==> src/rtl/sram_ctrl_pkg.sv <==
package sram_ctrl_pkg;

  typedef enum logic [2:0] {
    ST_IDLE,
    ST_RD_ACCESS,
    ST_RD_CAPTURE,
    ST_WR_SETUP,
    ST_WR_PULSE,
    ST_WR_RECOVER,
    ST_TURN
  } ctrl_state_e;

  // Round a nanosecond figure up to whole clocks, never below one.
  function automatic int unsigned ns_to_clk(input int unsigned ns, input int unsigned period);
    int unsigned c;
    c = (ns + period - 1) / period;
    return (c < 1) ? 1 : c;
  endfunction

  function automatic int unsigned max3(input int unsigned a, input int unsigned b,
                                       input int unsigned c);
    int unsigned m;
    m = (a > b) ? a : b;
    return (m > c) ? m : c;
  endfunction

endpackage

==> src/rtl/sram_ctrl_phase_timer.sv <==
module sram_ctrl_phase_timer #(
  parameter int unsigned CNT_W = 3
) (
  input  logic             clk,
  input  logic             rst_n,
  input  logic             load,
  input  logic [CNT_W-1:0] load_val,
  output logic             done
);

  logic [CNT_W-1:0] cnt_q;
  logic [CNT_W-1:0] cnt_d;
  logic             cnt_en;

  always_comb begin
    cnt_en = load || (cnt_q != '0);
    cnt_d  = load ? load_val : (cnt_q - 1'b1);
  end

  always_ff @(posedge clk or negedge rst_n) begin
    if (!rst_n) begin
      cnt_q <= '0;
    end else if (cnt_en) begin
      cnt_q <= cnt_d;
    end
  end

  assign done = (cnt_q == '0);

endmodule

==> src/rtl/sram_ctrl_fsm.sv <==
module sram_ctrl_fsm
  import sram_ctrl_pkg::*;
#(
  parameter int unsigned RD_CLKS = 7,
  parameter int unsigned WP_CLKS = 5,
  parameter int unsigned TA_CLKS = 3,
  parameter int unsigned CNT_W   = 3
) (
  input  logic             clk,
  input  logic             rst_n,
  input  logic             req_valid,
  input  logic             req_write,
  input  logic             cnt_done,
  output logic             cnt_load,
  output logic [CNT_W-1:0] cnt_val,
  output logic             accept,
  output logic             capture,
  output logic             req_ready,
  output logic             mem_ce_n,
  output logic             mem_we_n,
  output logic             mem_oe_n,
  output logic             mem_dq_oe
);

  localparam logic [CNT_W-1:0] RD_LOAD = CNT_W'(RD_CLKS - 1);
  localparam logic [CNT_W-1:0] WP_LOAD = CNT_W'(WP_CLKS - 1);
  localparam logic [CNT_W-1:0] TA_LOAD = CNT_W'(TA_CLKS - 1);

  ctrl_state_e state_q;
  ctrl_state_e state_d;
  logic        ready_q;
  logic        ce_n_d, we_n_d, oe_n_d, dq_oe_d, ready_d;

  assign accept  = req_valid && ready_q;
  assign capture = (state_q == ST_RD_ACCESS) && cnt_done;

  // Next-state decode
  always_comb begin
    state_d = state_q;
    unique case (state_q)
      ST_IDLE:       if (accept) state_d = req_write ? ST_WR_SETUP : ST_RD_ACCESS;
      ST_RD_ACCESS:  if (cnt_done) state_d = ST_RD_CAPTURE;
      ST_RD_CAPTURE: state_d = ST_TURN;
      ST_TURN:       if (cnt_done) state_d = ST_IDLE;
      ST_WR_SETUP:   state_d = ST_WR_PULSE;
      ST_WR_PULSE:   if (cnt_done) state_d = ST_WR_RECOVER;
      ST_WR_RECOVER: state_d = ST_IDLE;
      default:       state_d = ST_IDLE;
    endcase
  end

  // Phase counter load on every state change
  always_comb begin
    cnt_load = (state_d != state_q);
    unique case (state_d)
      ST_RD_ACCESS: cnt_val = RD_LOAD;
      ST_WR_PULSE:  cnt_val = WP_LOAD;
      ST_TURN:      cnt_val = TA_LOAD;
      default:      cnt_val = '0;
    endcase
  end

  // Output decode from the next state, registered below
  always_comb begin
    ce_n_d  = (state_d == ST_IDLE) || (state_d == ST_RD_CAPTURE) || (state_d == ST_TURN);
    oe_n_d  = (state_d != ST_RD_ACCESS);
    we_n_d  = (state_d != ST_WR_PULSE);
    dq_oe_d = (state_d == ST_WR_SETUP) || (state_d == ST_WR_PULSE) ||
              (state_d == ST_WR_RECOVER);
    ready_d = (state_d == ST_IDLE);
  end

  always_ff @(posedge clk or negedge rst_n) begin
    if (!rst_n) begin
      state_q   <= ST_IDLE;
      ready_q   <= 1'b0;
      mem_ce_n  <= 1'b1;
      mem_we_n  <= 1'b1;
      mem_oe_n  <= 1'b1;
      mem_dq_oe <= 1'b0;
    end else begin
      state_q   <= state_d;
      ready_q   <= ready_d;
      mem_ce_n  <= ce_n_d;
      mem_we_n  <= we_n_d;
      mem_oe_n  <= oe_n_d;
      mem_dq_oe <= dq_oe_d;
    end
  end

  assign req_ready = ready_q;

endmodule

==> src/rtl/sram_ctrl_dpath.sv <==
module sram_ctrl_dpath #(
  parameter int unsigned ADDR_W = 15,
  parameter int unsigned DATA_W = 8
) (
  input  logic              clk,
  input  logic              rst_n,
  input  logic              accept,
  input  logic              capture,
  input  logic [ADDR_W-1:0] req_addr,
  input  logic [DATA_W-1:0] req_wdata,
  input  logic [DATA_W-1:0] mem_dq_in,
  output logic [ADDR_W-1:0] mem_addr,
  output logic [DATA_W-1:0] mem_dq_out,
  output logic              rsp_valid,
  output logic [DATA_W-1:0] rsp_rdata
);

  // Request capture: held for the whole memory cycle
  always_ff @(posedge clk or negedge rst_n) begin
    if (!rst_n) begin
      mem_addr   <= '0;
      mem_dq_out <= '0;
    end else if (accept) begin
      mem_addr   <= req_addr;
      mem_dq_out <= req_wdata;
    end
  end

  // Read sample at the end of the access phase
  always_ff @(posedge clk or negedge rst_n) begin
    if (!rst_n) begin
      rsp_rdata <= '0;
    end else if (capture) begin
      rsp_rdata <= mem_dq_in;
    end
  end

  always_ff @(posedge clk or negedge rst_n) begin
    if (!rst_n) begin
      rsp_valid <= 1'b0;
    end else begin
      rsp_valid <= capture;
    end
  end

endmodule

==> src/rtl/sram_ctrl.sv <==
module sram_ctrl
  import sram_ctrl_pkg::*;
#(
  parameter int unsigned CLK_NS    = 8,
  parameter int unsigned ADDR_W    = 15,
  parameter int unsigned DATA_W    = 8,
  parameter int unsigned T_RC_NS   = 55,
  parameter int unsigned T_AA_NS   = 55,
  parameter int unsigned T_DOE_NS  = 25,
  parameter int unsigned T_HZOE_NS = 20,
  parameter int unsigned T_PWE_NS  = 40,
  parameter int unsigned T_SD_NS   = 25,
  parameter int unsigned T_AW_NS   = 45
) (
  input  logic              clk,
  input  logic              rst_n,
  input  logic              req_valid,
  output logic              req_ready,
  input  logic              req_write,
  input  logic [ADDR_W-1:0] req_addr,
  input  logic [DATA_W-1:0] req_wdata,
  output logic              rsp_valid,
  output logic [DATA_W-1:0] rsp_rdata,
  output logic [ADDR_W-1:0] mem_addr,
  output logic              mem_ce_n,
  output logic              mem_we_n,
  output logic              mem_oe_n,
  output logic [DATA_W-1:0] mem_dq_out,
  output logic              mem_dq_oe,
  input  logic [DATA_W-1:0] mem_dq_in
);

  // Phase lengths in clocks
  localparam int unsigned RD_CLKS  = max3(ns_to_clk(T_AA_NS, CLK_NS),
                                          ns_to_clk(T_DOE_NS, CLK_NS),
                                          ns_to_clk(T_RC_NS, CLK_NS));
  // One setup clock precedes the strobe, so address-to-end needs one less
  localparam int unsigned AW_CLKS  = ns_to_clk(T_AW_NS, CLK_NS) - 1;
  localparam int unsigned WP_CLKS  = max3(ns_to_clk(T_PWE_NS, CLK_NS),
                                          ns_to_clk(T_SD_NS, CLK_NS), AW_CLKS);
  localparam int unsigned TA_CLKS  = ns_to_clk(T_HZOE_NS, CLK_NS);
  localparam int unsigned MAX_CLKS = max3(RD_CLKS, WP_CLKS, TA_CLKS);
  localparam int unsigned CNT_W    = $clog2(MAX_CLKS + 1);

  // Asynchronous assert, synchronous release
  logic [1:0] rst_sync_q;
  logic       rst_core_n;

  always_ff @(posedge clk or negedge rst_n) begin
    if (!rst_n) begin
      rst_sync_q <= 2'b00;
    end else begin
      rst_sync_q <= {rst_sync_q[0], 1'b1};
    end
  end

  assign rst_core_n = rst_sync_q[1];

  logic             cnt_load;
  logic [CNT_W-1:0] cnt_val;
  logic             cnt_done;
  logic             accept;
  logic             capture;

  sram_ctrl_phase_timer #(
    .CNT_W(CNT_W)
  ) i_timer (
    .clk      (clk),
    .rst_n    (rst_core_n),
    .load     (cnt_load),
    .load_val (cnt_val),
    .done     (cnt_done)
  );

  sram_ctrl_fsm #(
    .RD_CLKS(RD_CLKS),
    .WP_CLKS(WP_CLKS),
    .TA_CLKS(TA_CLKS),
    .CNT_W  (CNT_W)
  ) i_fsm (
    .clk       (clk),
    .rst_n     (rst_core_n),
    .req_valid (req_valid),
    .req_write (req_write),
    .cnt_done  (cnt_done),
    .cnt_load  (cnt_load),
    .cnt_val   (cnt_val),
    .accept    (accept),
    .capture   (capture),
    .req_ready (req_ready),
    .mem_ce_n  (mem_ce_n),
    .mem_we_n  (mem_we_n),
    .mem_oe_n  (mem_oe_n),
    .mem_dq_oe (mem_dq_oe)
  );

  sram_ctrl_dpath #(
    .ADDR_W(ADDR_W),
    .DATA_W(DATA_W)
  ) i_dpath (
    .clk        (clk),
    .rst_n      (rst_core_n),
    .accept     (accept),
    .capture    (capture),
    .req_addr   (req_addr),
    .req_wdata  (req_wdata),
    .mem_dq_in  (mem_dq_in),
    .mem_addr   (mem_addr),
    .mem_dq_out (mem_dq_out),
    .rsp_valid  (rsp_valid),
    .rsp_rdata  (rsp_rdata)
  );

endmodule

==> config.mk <==
export PLATFORM = sky130hd
export DESIGN_NAME = sram_ctrl
export DESIGN_NICKNAME = d
export VERILOG_FILES = /design/src/rtl/sram_ctrl_pkg.sv /design/src/rtl/sram_ctrl_phase_timer.sv /design/src/rtl/sram_ctrl_fsm.sv /design/src/rtl/sram_ctrl_dpath.sv /design/src/rtl/sram_ctrl.sv
export SDC_FILE = /design/constraint.sdc
export NUM_CORES = 1
export LEC_CHECK = 0
export BUFFER_PORTS_ARGS = -buffer_cell sky130_fd_sc_hd__buf_2
export CAP_MARGIN = 15
export CORE_MARGIN = 4
export CORE_UTILIZATION = 40
export DETAILED_ROUTE_END_ITERATION = 16
export PLACE_DENSITY = 0.7
export SLEW_MARGIN = 20
export SYNTH_ARGS = -nofsm -noshare
export SYNTH_HDL_FRONTEND = slang
export SYNTH_SLANG_ARGS = --single-unit
==> constraint.sdc <==
create_clock -name clk -period 2.6 [get_ports clk]
set_input_delay 0.52 -clock clk [delete_from_list [all_inputs] [get_ports clk]]
set_output_delay 0.52 -clock clk [all_outputs]
set_load 0.02 [all_outputs]
== Word level (Yosys, flattened, before mapping) ==
Index checks and enable logic that the tools add are counted.

* $add $sub $neg: 1
* Equality and inequality tests: 14
* Multiplexer cells: 8
* Reduce and logical (&&, ||, !) cells: 11

{| class="wikitable"
|+ Operators with widths
! kind !! count
|-
| $pmux 3 s6 || 1
|-
| $eq 3x3->1 const B || 5
|-
| $mux 3 || 5
|-
| $eq 3x2->1 const B || 4
|-
| $logic_not 3->1 || 3
|-
| $pmux 3 s3 || 1
|-
| $eq 3x1->1 const B || 2
|-
| $logic_or 1x1->1 || 5
|-
| $ne 3x1->1 const B || 1
|-
| $ne 3x3->1 || 1
|-
| $ne 3x3->1 const B || 1
|-
| $reduce_bool 3->1 || 1
|-
| $sub 3x1->3 const B || 1
|-
| $logic_and 1x1->1 || 2
|-
| $mux 2 || 1
|}

* Register bits: 45
* Input bits: 35
* Output and inout bits: 37
* Word-level logic and storage cells: 46

== Depth between registers and ports, before layout ==
* Word-level depth: 6
* Mapped depth: 8
* Mapped depth without buffers: 7

== Modules after synthesis ==
A second synthesis with hierarchy kept.

* Cell total of the unflattened synthesis: 139
* Area, all modules: 1881.8 um^2

{| class="wikitable"
|+ Modules (own cells, without submodules)
! module !! times used !! cells an instance !! area an instance (um^2) !! seq. area each (um^2)
|-
| sram_ctrl_dpath || 1 || 66 || 1177.4 || 800.8
|-
| sram_ctrl_fsm || 1 || 49 || 450.4 || 203.9
|-
| sram_ctrl_phase_timer || 1 || 21 || 200.2 || 75.1
|-
| sram_ctrl || 1 || 3 || 53.8 || 50.0
|}

== Worst setup path after synthesis ==
Ideal clock, no wire load.

* Kind: register to register
* From: reg i_timer.cnt_q[0]
* To: reg i_timer.cnt_q[1]
* Setup time: 0.126 ns
* Data arrival time: 1.578 ns
* Required time: 2.474 ns
* Path slack: 0.896 ns
* Cell stages (with the launch flop): 8
* Path through: dfrtp_1 > inv_1 > ha_1 > ha_1 > buf_6 > o31ai_2 > o31ai_1 > a221o_1

* Longest elaborated chain between the ends: 6

{| class="wikitable"
|+ Ends and longest elaborated chain
! what !! RTL line !! source
|-
| start, declared || sram_ctrl_phase_timer.sv:11 || <nowiki>logic [CNT_W-1:0] cnt_q;</nowiki>
|-
| start signal, assigned || sram_ctrl_phase_timer.sv:24 || <nowiki>cnt_q <= cnt_d;</nowiki>
|-
| $logic_not 3->1 || sram_ctrl_phase_timer.sv:28 || <nowiki>assign done = (cnt_q == '0);</nowiki>
|-
| $mux 3 (on tied branches) || sram_ctrl_fsm.sv:46, sram_ctrl_fsm.sv:42, sram_ctrl_fsm.sv:44 ||
|-
| $pmux 3 s6 || sram_ctrl_fsm.sv:40 || <nowiki>unique case (state_q)</nowiki>
|-
| $eq 3x3->1 / $eq 3x1->1 (equally long branches) || sram_ctrl_fsm.sv:55 || <nowiki>unique case (state_d)</nowiki>
|-
| $pmux 3 s3 || sram_ctrl_fsm.sv:55 ||
|-
| $mux 3 || sram_ctrl_phase_timer.sv:17 || <nowiki>cnt_d = load ? load_val : (cnt_q - 1'b1);</nowiki>
|}

Several ways; a longest one is shown, not always the timed one.
A chain may end at the register's enable or synchronous reset.

== Final worst setup path ==
* From: reg i_timer.cnt_q[0]
* To: reg i_timer.cnt_q[2]

The elaborated chain is that of the path after synthesis.

==> metrics.csv <==
metric,value,unit
status,completed,
Synth area leader,dfrtp_1,
CP startpoint kind,register,
Max-cap violations,0,
GRT overflow,0,
HP Start,rst_sync_q[0],
Worst Hold End,rst_sync_q[1],
"Hold-fix buffers, CTS",1,
Yosys Warn Count,0,
setup TNS,0,ps
Overall Global Routing Usage,12.7,%
Post-Syn Instances,133,
Worst R2R Path Depth,7,
CP top delay family,compound AO/OA/AOI/OAI gates,
Clock Root Buffer,clkbuf_8,
"Max FO, Critical Path",13,
CP Data Required Time,2800,ps
worst-case clock buffer depth,2,
die area,5760,µm²
Max transition margin,40.5,%
Hold Path Depth,0,
Fmax,0.506,GHz
area occupied by multi-input gates,639,µm²
die span in x,75.9,µm
Final period util,75.9,%
Pwr Density,1320,nW/µm²
cell repeated most along the worst path,ha_1,
largest net degree at the start of global routing,44,
met2 Use GR,19.1,%
H-tree Lvls,2,
crit path cell chain,inv_1 -> ha_1 -> ha_1 -> nor2b_1 -> o31ai_1 -> a211oi_1 -> a31oi_1,
CTS tree,built,
Mapped Avg Cell Area,13.9,µm²
Clock Skew,9.79,ps
largest cells by area after synthesis,"dfrtp_1 (57%), mux2_2 (14%), mux2_1 (4.9%), dfstp_2 (4.3%), buf_6 (1.8%)",
Final Hold Fails,0,
most frequent cells in the layout,"buf_2 (71), dfrtp_1 (41), mux2_2 (23), mux2_1 (8), nor2_1 (7)",
met1 Track Usage GR,16.0,%
remaining antenna violation count after routing,0,
Hold/Removal Path Class,register to register,
register area share after synthesis,61.3,%
Via density,4.98,
Area Overhead vs Synth,25.0,%
height of the die,75.9,µm
Initial DRT Pass Iterations,4,
Worst-Skew Late Latency,290,ps
WP buf/inv,1,
Layout Nets,243,
CTS Buf Count,5,
post_cts resized,0,
GRT busiest layer,met2,
CP peak stage delay,480,ps
worst slew pin tran,893,ps
setup violators final,0,
Critical R2R Launch,i_timer.cnt_q[0],
CP Class,register to register,
fillers,398,
wire per inst,13.4,µm
routability cong.,0.752,
post-layout min period,1970,ps
clk slew on worst S/H paths,80,ps
storage element area,1130,µm²
Setup crit end kind,register,
# port buffers,71,
unrepaired setup endpoints after global routing,no,
peak supply drop,0.000544,V
met3 Usage GRT,6.64,%
worst reg-to-reg setup slack,630,ps
RR Endpoint,i_timer.cnt_q[2],
CP max-delay cell,o31ai_1,
Post-Syn Nets,170,
Crit path arrival time,2180,ps
HPWL Detailed,2.55,mm
layout cells sized above 1,52.4,%
Initial Util,41.8,%
netlist area before placement,1840,µm²
drt total wl,3.46,mm
Synth Register Bits,45,
share of the synthesized area in the top cell type,57.0,%
cell leakage power,1.14,nW
Rows,24,
DRC,0,
DRT iter0 DRCs,64,
antenna violations before repair,0,
first-pass GRT wire length,6.10,mm
I/O Pins,72,
"Distinct cells, synth",34,
final core utilization,52.2,%
via count,1284,
Core ar.,4410,µm²
vias in the first global route,1337,
clk sinks,45,
Final Max Tran Viols,0,
Ant. Diodes,0,
"commonest non-fill, non-tap cell in the layout",buf_2,
post-CTS repair timing setup buffer count,0,
## cell type report
class                      instances  share of cell area (%)
sequential                        45                    49.1
multi-input combinational         76                    27.7
timing repair buffer              73                    16.2
clock buffer                       6                    3.15
tap                               52                    2.82
inverter                           5                   0.814
clock inverter                     1                   0.217
## power by group
group / switching (mW) / internal [mW]
registers: 0.232 / 1.05
logic: 0.790 / 0.590
clock network: 0.209 / 0.183
total: 1.23 / 1.82
## worst max path at each step
stage,start,end,slack [ps],cells after the start
after floorplan,i_timer.cnt_q[0],i_timer.cnt_q[1],900,7
after global placement,i_timer.cnt_q[0],i_dpath.rsp_rdata[2],660,5
after detailed placement,i_timer.cnt_q[0],i_dpath.rsp_rdata[1],620,5
after CTS,i_timer.cnt_q[0],i_timer.cnt_q[2],590,7
after global routing,i_timer.cnt_q[0],i_timer.cnt_q[2],380,7
final,i_timer.cnt_q[0],i_timer.cnt_q[2],630,7
## per-stage QoR
stage	worst slack (ps)	cells	instance area, µm²	power, mW	hold WS (ps)
2_1_floorplan	896	133	1840	2.28	224
3_3_place_gp	659	250	2220	2.66	308
3_5_place_dp	618	250	2220	2.69	311
4_1_cts	587	258	2300	3.11	356
5_1_grt	377	258	2300	3.30	361
6_report	626	258	2300	3.05	356
## cell families (layout without fill, tap and decap cells)
logic type	Yosys count	in the layout	share of synthesized area [%]
flops	45	45	61.3
mux	31	31	18.9
simple gates	21	21	5.70
compound gates	20	20	8.01
buf+inv	12	85	4.07
fa+ha+maj	2	2	1.36
other cells	1	1	0.203
xor+xnor	1	1	0.475
## flip-flops by register name, summed over array words and instances (netlist names)
register and flops:
i_dpath.mem_addr 15, i_timer.cnt_q 3, i_fsm.mem_ce_n 1, i_dpath.mem_dq_out 8, i_fsm.mem_dq_oe 1, i_fsm.state_q 3, i_fsm.req_ready 1, i_fsm.mem_oe_n 1
rst_sync_q 2, i_dpath.rsp_rdata 8, i_fsm.mem_we_n 1, i_dpath.rsp_valid 1
## layer usage
layer / part of all wire (%) / vias to the layer above
li1: - / 605
met1: 43 / 621
met2: 45 / 52
met3: 11 / 6
met4: 0.84 / 0
met5: 0 / -
## cells in the mapped netlist
master     instances
nand2b_1           2
o31ai_2            1
nand3_1            1
mux2_1             8
o211a_1            1
nor2b_1            1
a21oi_1            2
xor2_1             1
o21ai_0            4
a31oi_1            1
buf_6              3
buf_2              3
nor3_1             2
a221o_1            1
and3_1             1
nand2_1            5
conb_1             1
buf_4              1
and2b_1            1
ha_1               2
nor2_1             7
dfrtp_1           42
a32oi_1            1
inv_1              4
dfstp_2            3
a211oi_1           2
a22oi_1            1
mux2_2            23
o21bai_1           2
inv_2              1
a2111oi_1          1
a21o_1             1
o31ai_1            2
nor4_2             1
Power figures use the tool's default switching activity.
